$ cat src/rtl/sel_alu.sv
module sel_alu #(
  parameter int W = 8
) (
  input  logic [W-1:0] opa,
  input  logic [W-1:0] opb,
  input  logic [2:0]   fsel,
  input  logic         cin,
  output logic [W-1:0] res,
  output logic         cout
);
  logic [W-1:0] add_b;
  logic [W:0]   sum;
  logic [W-1:0] lgc;

  always_comb begin
    case (fsel[1:0])
      2'b00:   add_b = '0;
      2'b01:   add_b = opb;
      2'b10:   add_b = ~opb;
      default: add_b = '1;
    endcase
  end

  assign sum = {1'b0, opa} + {1'b0, add_b} + {{W{1'b0}}, cin};

  always_comb begin
    case (fsel[1:0])
      2'b00:   lgc = opa | opb;
      2'b01:   lgc = opa ^ opb;
      2'b10:   lgc = opa & opb;
      default: lgc = ~opa;
    endcase
  end

  assign res  = fsel[2] ? lgc : sum[W-1:0];
  assign cout = fsel[2] ? 1'b0 : sum[W];
endmodule


$ cat config.mk
export PLATFORM = sky130hd
export DESIGN_NAME = sel_alu
export DESIGN_NICKNAME = d
export VERILOG_FILES = /design/src/rtl/sel_alu.sv
export SDC_FILE = /design/constraint.sdc
export NUM_CORES = 1
export LEC_CHECK = 0
export ABC_AREA = 0
export CAP_MARGIN = 20
export CORE_MARGIN = 5
export CORE_UTILIZATION = 55
export DETAILED_ROUTE_END_ITERATION = 12
export PLACE_DENSITY = 0.95
export SYNTH_ARGS = -nofsm -noshare
export SYNTH_HDL_FRONTEND = slang
export SYNTH_SLANG_ARGS = --single-unit
export TNS_END_PERCENT = 5
$ cat constraint.sdc
create_clock -name vclk -period 11.2
set_input_delay 2.24 -clock vclk [all_inputs]
set_output_delay 2.24 -clock vclk [all_outputs]
set_load 0.01 [all_outputs]
======== Yosys cells after proc, flatten, opt, wreduce, memory -nomap -nowiden ========
Index checks and enable logic that the tools add are counted.
storage, ports and cells
  word-level logic and storage cells ...... 14
  register bits after elaboration ......... 0
  output and inout bits ................... 9
  input port bits ......................... 20
operators by class
  reductions and logical operators ........ 1
  add/subtract/negate cells ............... 2
  multiplexer cells ....................... 4
  equal/unequal tests ..................... 2
  bitwise gates (word level) .............. 5
operators by type and width
  kind                  number
  $pmux W8 S3           2
  $not A8 Y8            2
  $add A8 B8 Y9         1
  $add A9 B1 Y9         1
  $and A8 B8 Y8         1
  $mux W8               1
  $or A8 B8 Y8          1
  $xor A8 B8 Y8         1
  $eq A2 B1 Y1 const B  1
  $eq A2 B2 Y1 const B  1
  $logic_not A2 Y1      1
  $mux W1               1

======== Logic depth before layout (Yosys ltp) ========
  depth after elaboration ................. 5
  gate-level depth with buffers ........... 11
  gate-level depth less buffers ........... 9

======== Worst setup path before layout ========
OpenSTA, ideal clock, no wires.
  path kind ............................... input to output
  start point ............................. in fsel[1]
  end point ............................... out res[6]
  stages .................................. 11
  path buffers ............................ 2
  required time ........................... 8.960 ns
  data arrival time ....................... 4.497 ns
  setup slack ............................. 4.463 ns
  path through ............................ buf_2 > clkbuf_1 > mux2_2 > fa_1 > inv_1 > fa_1 > nor2b_4 > o31a_1 > o311a_1 > a211oi_2 > a21o_1
between the ends
  cells in the longest elaborated chain, start to end .. 5
  elaborated cells between the ends (all ways) .. 8
  classes of those cells .................. add/sub (2); eq/ne (2); mux (3); reduce/logical (1)
ends and longest elaborated chain
  what                                  line    RTL
  start, declared                       6       input logic [2:0] fsel,
  $eq A2 B2 Y1 (tied with other cells)  16, 27
  $pmux W8 S3                           16      case (fsel[1:0])
  $add A8 B8 Y9                         24      assign sum = {1'b0, opa} + {1'b0, add_b} + {{W{1'b0}}, cin};
  $add A9 B1 Y9                         24
  $mux W8 (*)                           35      assign res = fsel[2] ? lgc : sum[W-1:0];
  end, declared                         8       output logic [W-1:0] res,
Mark *: on every way between the ends. The rest lies on a longest branch, timed or not.

======== Worst setup path after layout ========
  start point ............................. in fsel[0]
  end point ............................... out res[6]
The elaborated chain is that of the path after synthesis.

==> flow_summary.json <==
{
  "track_usage": 0.1687,
  "layout.nets": 193,
  "postCtsHoldBufs": 0,
  "port_buffers": 29,
  "dieHeight_um": 52.45,
  "initial_core_util": 0.5739,
  "cp_cell_sequence": "clkdlybuf4s50_1, mux2_2, fa_1, inv_1, fa_1, nor2b_4, o31a_1, o311a_1, a211oi_2, a21o_1, clkdlybuf4s50_1",
  "fin_crit_ns": 8.139,
  "mostFrequentLayoutCells": "clkdlybuf4s50_1 (29), inv_1 (25), ha_1 (23)",
  "p_per_area_mw_per_mm2": 50.30,
  "critPathRequiredTime_ns": 8.96,
  "n_antenna_cell": 0,
  "ir_drop_uv": 34.98,
  "hpwl_um": 1808,
  "fp.coreArea_mm2": 0.001727,
  "synth_warnings": 0,
  "mostFrequentLayoutCell": "clkdlybuf4s50_1",
  "fillCellCount": 145,
  "cp-end-kind": "output port",
  "drive_gt1_frac": 0.1096,
  "placed_area_mm2": 0.001282,
  "relSlewSlack": 0.4140,
  "max_freq_ghz": 0.1229,
  "syn_area_um2": 991.0,
  "seq_cell_count": 0,
  "nClkBuffers": 0,
  "synth_area_leader_cell": "ha_1",
  "grt_pass1_wl_um": 3746,
  "finalHoldViolations": 0,
  "place_congestion": 0.8312,
  "hold_class": "input port to output port",
  "yosys-top-cells-area": "ha_1 (29%), mux4_2 (11%), inv_1 (9.5%)",
  "multi_input_comb_area_um2": 867.1,
  "ios": 29,
  "critical_path_class": "input port to output port",
  "die_area_mm2": 0.002750,
  "viasPerCell": 5.561,
  "syn_nets": 169,
  "period_share": 0.7267,
  "die_x_um": 52.45,
  "maxCapViolCount": 0,
  "seq_area_um2": 0,
  "power.total_uw": 64.50,
  "critPathTopFamily": "buffers and inverters",
  "antenna_found_initial": 0,
  "vias": 951,
  "ctsResizeCount": 0,
  "synth_top_area_share": 0.2904,
  "cp_slowest_cell": "clkdlybuf4s50_1",
  "rsz0062_at_grt": "no",
  "finalSetupTns_ns": 0,
  "critPathLaunchType": "input port",
  "wire_per_inst_um": 12.63,
  "grt-ovfl-total": 0,
  "routed_wl_um": 2160,
  "arrival_ns": 5.90,
  "worst_pin_slew_ns": 0.8763,
  "yosysSeqAreaShare": 0,
  "grt_pass1_vias": 990,
  "syn_area_per_cell_um2": 7.992,
  "cp_slowest_stage_delay_ns": 0.86,
  "detail-route-antenna-nets": 0,
  "postLayoutCellArea_mm2": 0.001282,
  "maxSlewViolCount": 0,
  "cp.buffers_inverters": 3,
  "drcViolationCount": 0,
  "grt_max_degree": 26,
  "rows": 15,
  "drt-pass1-iter-count": 3,
  "cp_max_fo": 25,
  "drt_iter0_markers": 4,
  "syn2layout_area_growth_pct": 29.42,
  "final_util": 0.7428,
  "synth_cell_types": 25,
  "postCtsSetupBuffers": 0,
  "leakage_nw": 0.6217,
  "outcome": "finished, final reports clean",
  "setup_viol": 0,
  "syn_inst": 124
}
==> cells in the mapped netlist <==
cell type  count
nor2b_4        1
ha_1          23
a41oi_1        1
a21o_1         3
mux2_2         8
o31a_1         1
buf_2          3
a211oi_1       5
o311a_1        1
inv_1         25
clkbuf_1       4
xor2_1         4
nor3_1         1
a211oi_2       1
nand2_1        7
fa_1           2
mux2i_1        2
or3_1          1
o21ai_0       12
o21a_1         1
o21bai_1       1
a21oi_1        6
or2_2          1
nor2_1         5
mux4_2         5
==> logic make-up after synthesis <==
| family | share of synthesized area |
|---|---|
| muxes | 0.2248 |
| adders and majority gates | 0.3308 |
| AOI/OAI and AO/OA | 0.2071 |
| and+or+nand+nor | 0.07703 |
| xor gates and xnor gates | 0.03535 |
| buffers and inverters | 0.1250 |
==> report_power, final <==
part / internal [mW] / switching, mW
Combinational: 0.0354 / 0.0291
Clock: 0 / 0
Sequential: 0 / 0
==> metrics by stage <==
stage	setup WS (ns)	instances	hold slack [ns]
finish	3.061	171	5.715
global route	2.908	171	5.762
CTS	3.046	171	5.723
detailed placement	3.062	171	5.722
global placement	3.197	171	5.707
floorplan	4.463	124	4.774
==> layout make-up <==
cell class | instances | share of cell area
Tap cell | 25 | 0.02439
Multi-Input combinational cell | 92 | 0.6761
Inverter | 25 | 0.07317
Timing Repair Buffer | 29 | 0.2263
==> worst min-delay path, cell delays in order <==
cell and delay [ns]:
clkdlybuf4s50_1 0.45, ha_1 0.21, inv_1 0.05, a21oi_1 0.05, clkdlybuf4s50_1 0.47
==> worst paths after layout <==
path	startpoint	endpoint	slack, ns	cells past startpoint
setup / recovery	fsel[0]	res[6]	3.06	11
hold / removal	opa[7]	cout	5.72	5
==> routing by layer <==
layer,GRT usage,up-vias,part of all wire
met4,0.02128,0,0.0037
met3,0.01140,2,0.029
li1,-,477,-
met1,0.1904,454,0.43
met5,0,-,0
met2,0.3430,18,0.54
Note: power is estimated with default switching activity, not from simulation.
